File: config.mk
export PLATFORM = sky130hd
export DESIGN_NAME = hist_rob
export DESIGN_NICKNAME = d
export VERILOG_FILES = /design/src/rtl/rob_pkg.sv /design/src/rtl/rob_ptr.sv /design/src/rtl/rob_store.sv /design/src/rtl/rob_ctrl.sv /design/src/rtl/hist_rob.sv
export SDC_FILE = /design/constraint.sdc
export NUM_CORES = 1
export LEC_CHECK = 0
export BUFFER_PORTS_ARGS = -buffer_cell sky130_fd_sc_hd__buf_4
export CORE_ASPECT_RATIO = 1.1
export CORE_MARGIN = 2
export CORE_UTILIZATION = 55
export DETAILED_ROUTE_END_ITERATION = 12
export GPL_ROUTABILITY_DRIVEN = 0
export GPL_TIMING_DRIVEN = 0
export PLACE_DENSITY = 0.77
export REMOVE_ABC_BUFFERS = 1
export SLEW_MARGIN = 20
export SYNTH_ARGS = -nofsm -noshare
export SYNTH_HDL_FRONTEND = slang
export SYNTH_SLANG_ARGS = --single-unit
export TNS_END_PERCENT = 100
File: constraint.sdc
create_clock -name clk -period 8.5 [get_ports clk]
set_clock_uncertainty 0.15 [all_clocks]
set_input_delay 0.425 -clock clk [delete_from_list [all_inputs] [get_ports clk]]
set_output_delay 0.425 -clock clk [all_outputs]
set_load 0.02 [all_outputs]
File: src/rtl/rob_pkg.sv
package rob_pkg;
   typedef enum logic {
      RB_RUN    = 1'b0,
      RB_UNWIND = 1'b1
   } rb_mode_e;
endpackage

File: src/rtl/rob_ptr.sv
module rob_ptr #(
   parameter int PW      = 4,
   parameter bit CAN_DEC = 1'b1
) (
   input  logic          clk,
   input  logic          rst_n,
   input  logic          inc,
   input  logic          dec,
   output logic [PW-1:0] ptr
);
   logic [PW-1:0] nxt;

   generate
      if (CAN_DEC) begin : g_updown
         always_comb begin
            nxt = ptr;
            if (inc)      nxt = ptr + 1'b1;
            else if (dec) nxt = ptr - 1'b1;
         end

         step_back_chk: assert property (@(posedge clk) disable iff (!rst_n)
            (dec && !inc) |=> ptr == $past(ptr) - 1'b1);
      end else begin : g_up
         always_comb nxt = inc ? ptr + 1'b1 : ptr;

         head_fwd_only_chk: assert property (@(posedge clk) disable iff (!rst_n) !dec);
      end
   endgenerate

   always_ff @(posedge clk or negedge rst_n) begin
      if (!rst_n) ptr <= '0;
      else        ptr <= nxt;
   end
endmodule

File: src/rtl/rob_store.sv
module rob_store #(
   parameter int DEPTH = 8,
   parameter int AW    = 5,
   parameter int DW    = 32,
   localparam int IW   = $clog2(DEPTH)
) (
   input  logic          clk,
   input  logic          rst_n,
   input  logic          wr_en,
   input  logic [IW-1:0] wr_idx,
   input  logic [AW-1:0] wr_dest,
   input  logic [DW-1:0] wr_old,
   input  logic          set_en,
   input  logic [IW-1:0] set_idx,
   input  logic          ret_en,
   input  logic [IW-1:0] ret_idx,
   input  logic          kill_en,
   input  logic [IW-1:0] kill_idx,
   input  logic [IW-1:0] top_idx,
   output logic          head_done,
   output logic [AW-1:0] head_dest,
   output logic [AW-1:0] top_dest,
   output logic [DW-1:0] top_old
);
   logic [DEPTH-1:0] valid_q;
   logic [DEPTH-1:0] done_q;
   logic [AW-1:0]    dest_q [DEPTH];
   logic [DW-1:0]    old_q  [DEPTH];

   always_ff @(posedge clk or negedge rst_n) begin
      if (!rst_n) begin
         valid_q <= '0;
         done_q  <= '0;
      end else begin
         for (int i = 0; i < DEPTH; i++) begin
            if (wr_en && wr_idx == IW'(i)) begin
               valid_q[i] <= 1'b1;
               done_q[i]  <= 1'b0;
            end else if ((ret_en && ret_idx == IW'(i)) || (kill_en && kill_idx == IW'(i))) begin
               valid_q[i] <= 1'b0;
               done_q[i]  <= 1'b0;
            end else if (set_en && set_idx == IW'(i) && valid_q[i]) begin
               done_q[i]  <= 1'b1;
            end
         end
      end
   end

   always_ff @(posedge clk) begin
      for (int i = 0; i < DEPTH; i++) begin
         if (wr_en && wr_idx == IW'(i)) begin
            dest_q[i] <= wr_dest;
            old_q[i]  <= wr_old;
         end
      end
   end

   assign head_done = done_q[ret_idx] & valid_q[ret_idx];
   assign head_dest = dest_q[ret_idx];
   assign top_dest  = dest_q[top_idx];
   assign top_old   = old_q[top_idx];


   dead_cmpl_chk: assert property (@(posedge clk) disable iff (!rst_n)
      (set_en && !valid_q[set_idx]) |=> !done_q[$past(set_idx)]);

   done_live_chk: assert property (@(posedge clk) disable iff (!rst_n)
      (done_q & ~valid_q) == '0);
endmodule

File: src/rtl/rob_ctrl.sv
module rob_ctrl
   import rob_pkg::*;
(
   input  logic clk,
   input  logic rst_n,
   input  logic squash,
   input  logic empty,
   input  logic last,
   output logic unwind
);
   rb_mode_e mode_q;

   always_ff @(posedge clk or negedge rst_n) begin
      if (!rst_n) mode_q <= RB_RUN;
      else begin
         case (mode_q)
            RB_RUN:    if (squash && !empty) mode_q <= RB_UNWIND;
            RB_UNWIND: if (last)             mode_q <= RB_RUN;
            default:                         mode_q <= RB_RUN;
         endcase
      end
   end

   assign unwind = (mode_q == RB_UNWIND);


   unwind_nonempty_chk: assert property (@(posedge clk) disable iff (!rst_n)
      unwind |-> !empty);

   empty_squash_chk: assert property (@(posedge clk) disable iff (!rst_n)
      (!unwind && squash && empty) |=> !unwind);
endmodule

File: src/rtl/hist_rob.sv
module hist_rob #(
   parameter int DEPTH = 8,
   parameter int AW    = 5,
   parameter int DW    = 32,
   localparam int IW   = $clog2(DEPTH),
   localparam int PW   = IW + 1
) (
   input  logic          clk,
   input  logic          rst_n,
   input  logic          alloc_valid,
   input  logic [AW-1:0] alloc_dest,
   input  logic [DW-1:0] alloc_old,
   output logic          alloc_ready,
   output logic [IW-1:0] alloc_tag,
   input  logic          cmpl_valid,
   input  logic [IW-1:0] cmpl_tag,
   input  logic          squash,
   output logic          retire_valid,
   output logic [IW-1:0] retire_tag,
   output logic [AW-1:0] retire_dest,
   output logic          rest_valid,
   output logic [AW-1:0] rest_reg,
   output logic [DW-1:0] rest_data,
   output logic          rob_empty
);
   generate
      if (DEPTH < 2 || (DEPTH & (DEPTH - 1)) != 0) begin : g_bad_depth
         $error("hist_rob: DEPTH must be a power of two, at least 2");
      end
      if (AW < 1 || DW < 1) begin : g_bad_width
         $error("hist_rob: AW and DW must be positive");
      end
   endgenerate

   logic [PW-1:0] head_p, tail_p, tail_m1, count;
   logic          full, unwind, alloc_fire, head_done, last;

   assign tail_m1   = tail_p - 1'b1;
   assign count     = tail_p - head_p;
   assign rob_empty = (count == '0);
   assign full      = (count == PW'(DEPTH));
   assign last      = (tail_m1 == head_p);

   assign alloc_ready  = !full && !unwind && !squash;
   assign alloc_fire   = alloc_valid && alloc_ready;
   assign alloc_tag    = tail_p[IW-1:0];
   assign retire_valid = !rob_empty && head_done && !unwind && !squash;
   assign retire_tag   = head_p[IW-1:0];
   assign rest_valid   = unwind;

   rob_ptr #(.PW(PW), .CAN_DEC(1'b0)) u_head (
      .clk(clk), .rst_n(rst_n), .inc(retire_valid), .dec(1'b0), .ptr(head_p));

   rob_ptr #(.PW(PW), .CAN_DEC(1'b1)) u_tail (
      .clk(clk), .rst_n(rst_n), .inc(alloc_fire), .dec(rest_valid), .ptr(tail_p));

   rob_store #(.DEPTH(DEPTH), .AW(AW), .DW(DW)) u_store (
      .clk(clk), .rst_n(rst_n),
      .wr_en(alloc_fire), .wr_idx(tail_p[IW-1:0]), .wr_dest(alloc_dest), .wr_old(alloc_old),
      .set_en(cmpl_valid && !unwind), .set_idx(cmpl_tag),
      .ret_en(retire_valid), .ret_idx(head_p[IW-1:0]),
      .kill_en(rest_valid), .kill_idx(tail_m1[IW-1:0]),
      .top_idx(tail_m1[IW-1:0]),
      .head_done(head_done), .head_dest(retire_dest),
      .top_dest(rest_reg), .top_old(rest_data));

   rob_ctrl u_ctrl (
      .clk(clk), .rst_n(rst_n), .squash(squash), .empty(rob_empty),
      .last(last), .unwind(unwind));


   count_cap_chk: assert property (@(posedge clk) disable iff (!rst_n)
      count <= PW'(DEPTH));

   walk_blocks_alloc_chk: assert property (@(posedge clk) disable iff (!rst_n)
      rest_valid |-> !alloc_ready);

   retire_not_restore_chk: assert property (@(posedge clk) disable iff (!rst_n)
      retire_valid |-> !rest_valid);

   alloc_step_chk: assert property (@(posedge clk) disable iff (!rst_n)
      (alloc_fire && !retire_valid) |=> count == $past(count) + 1'b1);
endmodule

* Word level (Yosys, flattened, before mapping)
Memories as Yosys holds them, arrays and structs flattened.
Cells that the tools add are included.
** Operators by class
- Add/subtract/negate cells :: 4
- Magnitude comparators :: 1
- Eq/ne operators :: 30
- Muxes and demuxes :: 107
- Bitwise gates (word level) :: 2
- Reduce and logical (&&, ||, !) cells :: 96
** Operator list (number)
- two-way mux 32 bit :: 7
- OR reduction 32 bit :: 7
- two-way mux 1 bit :: 74
- == test 3 bit, second input constant :: 16
- logical AND 1 bit :: 48
- two-way mux 3 bit :: 14
- two-way mux 5 bit :: 7
- OR reduction 5 bit :: 7
- == test 3 x 2 -> 1 bit, second input constant :: 8
- nonzero test 3 bit :: 8
- nonzero test 2 bit :: 9
- == test 3 x 1 -> 1 bit, second input constant :: 4
- zero test 3 bit :: 4
- adder 4 x 1 -> 4 bit, second input constant :: 2
- logical OR 1 bit :: 8
- two-way mux 4 bit :: 2
- binary-select mux 1 bit (select 3 bit) :: 2
- == test 4 bit :: 1
- == test 4 bit, second input constant :: 1
- zero test 1 bit :: 4
- zero test 4 bit :: 1
- less-than comparator 3 x 4 -> 1 bit, second input constant :: 1
- subtractor 4 x 1 -> 4 bit, second input constant :: 1
- subtractor 4 bit :: 1
- other kinds (3) :: 3
** Storage, ports and cells
- Bits in registers :: 25
- Bits in writable memories :: 296
- Input port bits :: 45
- Output and inout port bits :: 52
- Logic and storage cells :: 261
- Memories kept :: 2
** Memory list
- u_store.old_q :: depth 8, width 32, rd ports 1, clocked after memory_dff 0, write ports 1, RTL line rob_store.sv:28 : logic [DW-1:0] old_q [DEPTH];
- u_store.dest_q :: depth 8, width 5, rd ports 2, clocked after memory_dff 0, write ports 1, RTL line rob_store.sv:27 : logic [AW-1:0] dest_q [DEPTH];

* Longest topological paths before layout
- Depth after elaboration :: 17
- Gate-level depth with buffers :: 11
- Depth with buffers taken out :: 8

* Modules after synthesis
Synthesis repeated with hierarchy kept, for this count alone.
** Second synthesis, totals
- Cell total of the unflattened synthesis :: 608
- Area, all modules :: 12948.7 um^2
** By module, submodules not included
- rob_store :: times used 1, cells each 539, area each 12266.8 um^2, seq. area each 9288.9 um^2
- rob_ptr at u_tail :: times used 1, cells each 23, area each 259.0 um^2, seq. area each 100.1 um^2
- hist_rob :: times used 1, cells each 32, area each 221.5 um^2, seq. area each 0.0 um^2
- rob_ptr at u_head :: times used 1, cells each 11, area each 160.2 um^2, seq. area each 100.1 um^2
- rob_ctrl :: times used 1, cells each 3, area each 41.3 um^2, seq. area each 25.0 um^2

* Least setup slack after synthesis
No wires, ideal clock.
- Kind :: register to register
- Start point :: register u_tail.ptr[0]
- End point :: memory u_store.dest_q[5][0] (enable)
- Setup time :: 480 ps
- Data arrival time :: 4770 ps
- Data required time :: 7870 ps
- Slack :: 3100 ps
- Stages on the path, launching flop included :: 10
- Path buffers :: 3
- Clock period less this slack :: 5400 ps
- Cells stage by stage :: dfrtp_1 -> clkbuf_1 -> buf_2 -> buf_2 -> inv_1 -> ha_1 -> nor2b_1 -> xnor2_1 -> o41ai_4 -> nor3_1
** On the way
- Cells in the longest elaborated chain, start to end :: 17
- Elaborated cells between the ends (all ways) :: 59
- Those cells by class :: add/sub (1); eq/ne (8); mux (30); reduce/logical (20)
** RTL lines
- start: declaration :: RTL line rob_ptr.sv:9 : output logic [PW-1:0] ptr
- start signal: assignment :: RTL line rob_ptr.sv:32 : else ptr <= nxt;
- subtractor 4 bit :: RTL line hist_rob.sv:39 : assign count = tail_p - head_p;
- == test 4 bit :: RTL line hist_rob.sv:41 : assign full = (count == PW'(DEPTH));
- zero test 1 bit :: RTL line hist_rob.sv:44 : assign alloc_ready = !full && !unwind && !squash;
- logical AND 1 bit (2 in series) :: RTL line hist_rob.sv:44
- logical AND 1 bit :: RTL line hist_rob.sv:45 : assign alloc_fire = alloc_valid && alloc_ready;
- logical AND 1 bit :: RTL line rob_store.sv:51 : if (wr_en && wr_idx == IW'(i)) begin
- two-way mux 1 bit :: RTL line rob_store.sv:51
- two-way mux 1 bit (implied by the code) :: RTL line rob_store.sv:52 : dest_q[i] <= wr_dest;
- OR reduction 5 bit (no source line)
- two-way mux 3 bit (no source line) or two-way mux 1 bit (tied branches) (7 in series)
- end: declaration :: RTL line rob_store.sv:27
Parallel ways exist; a longest one is shown, timed or not.

* Final worst setup path
- Start point :: register u_head.ptr[2]
- End point :: output port retire_valid
** On the way
- Cells in the longest elaborated chain, start to end :: 6
- Elaborated cells between the ends (all ways) :: 11
- Those cells by class :: add/sub (1); mux (4); bitwise (1); reduce/logical (5)
** RTL lines
- start: declaration :: RTL line rob_ptr.sv:9
- start signal: assignment :: RTL line rob_ptr.sv:32
- subtractor 4 bit or binary-select mux 1 bit (select 3 bit) (tied branches) :: RTL line hist_rob.sv:39, rob_store.sv:58
- zero test 4 bit or two-way mux 1 bit (tied branches) :: RTL line hist_rob.sv:40, rob_store.sv:58
- zero test 1 bit or AND 1 bit (tied branches) :: RTL line hist_rob.sv:47, rob_store.sv:58
- logical AND 1 bit * (3 in series) :: RTL line hist_rob.sv:47 : assign retire_valid = !rob_empty && head_done && !unwind && !squash;
- end: declaration :: RTL line hist_rob.sv:18 : output logic retire_valid,
Every way passes the cells marked *; elsewhere a longest branch is shown, timed or not. The select of a mux whose other input is x is not followed.

==> flow_summary.ini <==
[floorplanning]
die_w_um = 152
core_sq_um = 23600
pin_count = 97
start_util = 0.560
die_y_um = 167
fp-row-count = 59
dieArea_sq_um = 25300

[sta]
finalHoldViolations = 0
drv_slew = 0
finalCriticalPeriod_ns = 4.57
period_share = 0.537
whs_ns = 0.116
worst_pin_slew_ns = 0.995
grt_setup_unrepaired = no
max_freq_mhz = 219
finalSetupViolCount = 0
maxSlewHeadroom = 0.335
fin_tns_setup_ns = 0

[critical_path]
max_stage_delay_ns = 0.86
crit_arrival_ns = 3.99
r2r_setup_slack_ns = 4.28
rr_startpoint = u_head.ptr[2]
startpoint_type = flip-flop
crit_required_ns = 7.93
worstPathCellList = inv_1 -> ha_1 -> a21oi_1 -> nand3_1 -> a211oi_2 -> nor2_2 -> buf_4
cp-end-kind = output port
r2r-end = u_store.old_q[3][27]
critPathKind = reg -> out
cp_max_fo = 14
ff2ff_path_depth = 9
cp-startpoint = u_head.ptr[2]
cpMaxStageDelayCell = a211oi_2

[job]
cap_violations = 0

[layout]
stdcell_area_sq_um = 16000
layout_common_cells = edfxtp_1, nand2_1, buf_4, mux4_2, dlygate4sd3_1
final_common_cell = edfxtp_1
fillers = 1519
multiInputGateArea_sq_um = 3520
drive_gt1_frac = 0.321
final-seq-area_sq_um = 9520
fin_nets = 955
areaGrowthSynthToFinish_pct = 20.6
final_util = 0.675

[power_and_ir_drop]
irDropWorstVdd_mv = 0.332
leakage_nw = 5.66
p_total_w = 0.00549
power_density_nw_per_um2 = 344

[drt]
ant_nets = 0
wirelength_mm = 28.1
drc = 0
drtIter0Drc = 609
vias = 7295
viasPerCell = 5.96
dr.pass1.iters = 5
wl_per_cell_um = 23.0

[grt]
grt_pass1_wl_mm = 44.0
overflow = 0
grt_max_degree = 43
grt_usage = 0.227
antenna_found_initial = 1
grt_pass1_vias = 7595

[cts]
clkTransAtPathRegs_ns = 0.06
cts_tree = done
clock-root-buffer = clkbuf_16
numCtsBuffers = 31
cts_sinks = 321
cts_setup_buffers = 0
ctsLongestPathBuffers = 3
ctsHtreeMaxLevel = 1
clock_insertion_delay_worst_skew_ns = 0.55

[synthesis]
syn_area_per_cell_sq_um = 18.2
yosysSeqAreaShare = 0.719
synth_seq_cells = 321
yosys_most_used_dff = edfxtp_1
ys_warn_count = 0
syn_inst = 728
synthArstFlopShare = 0.0779
synth_area_sq_um = 13200
ys_types = 48
synth_edf_count = 296

[placement]
hpwl_mm = 17.9
placed_cell_area_sq_um = 14600
numPortBuffers = 96

[status]
status = complete, no violations

[worst_hold_path]
whs_endpoint = u_tail.ptr[3]
timing.hold.worst_path_depth = 3
hp-start = alloc_valid
hp-class = in -> reg
-- worst max-delay path by stage --
stage,to,slack (ns)
2_1_floorplan,u_store.dest_q[4][0],0.63
3_3_place_gp,u_store.done_q[4],-3.83
3_5_place_dp,u_store.old_q[3][27],4.34
4_1_cts,retire_valid,3.93
5_1_grt,retire_valid,3.71
6_report,retire_valid,3.93
-- per-layer routing --
layer  wire length, um  global-route usage  vias to the layer above
met5                 0                   0                        -
met4               724              0.0679                        0
met3              2230              0.0474                       73
met2             13600               0.360                      341
met1             11600               0.326                     3693
li1                  -                   -                     3188
-- sequential cells by signal, summed over array words and instances, names as in the netlist --
signal,cells
u_ctrl.unwind,1
u_store.old_q,256
u_store.done_q,8
u_tail.ptr,4
u_store.dest_q,40
u_head.ptr,4
u_store.valid_q,8
-- stage by stage --
stage          std cells  setup WS (ns)
3_3_place_gp        1088          -3.83
3_5_place_dp        1126           4.34
2_1_floorplan        687          0.628
5_1_grt             1224           3.71
4_1_cts             1223           3.93
6_report            1224           3.93
-- layout make-up --
class / instances / area share
Antenna cell: 1 / 0.000157
Multi-Input combinational cell: 352 / 0.221
Timing Repair Buffer: 173 / 0.0966
Clock inverter: 23 / 0.00886
Sequential cell: 321 / 0.597
Tap cell: 305 / 0.0239
Clock buffer: 35 / 0.0496
Inverter: 14 / 0.00345
-- kinds of logic after synthesis --
| group | Yosys count | synth area share |
|---|---|---|
| multiplexers | 88 | 0.148 |
| AND/OR/NAND/NOR | 203 | 0.0696 |
| adder cells (fa/ha/maj) | 17 | 0.0161 |
| XOR/XNOR | 10 | 0.00719 |
| AO/OA/AOI/OAI | 34 | 0.0204 |
| flip-flops | 321 | 0.719 |
| buffers and inverters | 55 | 0.0192 |
-- critical path: cells and delay by family, from the launching register on --
family,cells,cell delay [ns]
adder cells (fa/ha/maj),1,0.45
flip-flops,1,0.74
AO/OA/AOI/OAI,2,1.20
buffers and inverters,2,0.68
AND/OR/NAND/NOR,2,0.36
-- repair_timing --
action,CTS,global route
gates resized for setup,0,0
hold endpoints to repair,322,0
hold buffers,39,0
-- synth_stat cells (2+ instances only) --
| cell type | instances | area share |
|---|---|---|
| a21oi_1 | 3 | 0.0011 |
| a31oi_1 | 6 | 0.0028 |
| a41o_1 | 2 | 0.0015 |
| and4_4 | 3 | 0.0026 |
| buf_1 | 5 | 0.0014 |
| buf_2 | 9 | 0.0034 |
| buf_4 | 9 | 0.0051 |
| clkbuf_1 | 18 | 0.0051 |
| dfrtp_1 | 25 | 0.047 |
| edfxtp_1 | 296 | 0.67 |
| ha_1 | 17 | 0.016 |
| inv_1 | 12 | 0.0034 |
| mux4_2 | 86 | 0.15 |
| nand2_1 | 156 | 0.044 |
| nand3_1 | 9 | 0.0034 |
| nor2_1 | 4 | 0.0011 |
| nor2b_1 | 3 | 0.0014 |
| nor3_1 | 12 | 0.0045 |
| nor3b_1 | 3 | 0.0017 |
| nor4_2 | 2 | 0.0019 |
| nor4b_2 | 5 | 0.0057 |
| o21ai_0 | 2 | 0.00076 |
| o21bai_1 | 3 | 0.0017 |
| o22ai_1 | 5 | 0.0024 |
| o311ai_0 | 2 | 0.0013 |
| o31ai_1 | 2 | 0.0011 |
| xnor2_1 | 7 | 0.0046 |
| xor2_1 | 2 | 0.0013 |
-- power by group --
| part | switching, W | internal, W |
|---|---|---|
| registers | 0.0000873 | 0.00177 |
| logic | 0.00132 | 0.00107 |
| clock network | 0.000552 | 0.000697 |
(Power assumes the default switching activity.)
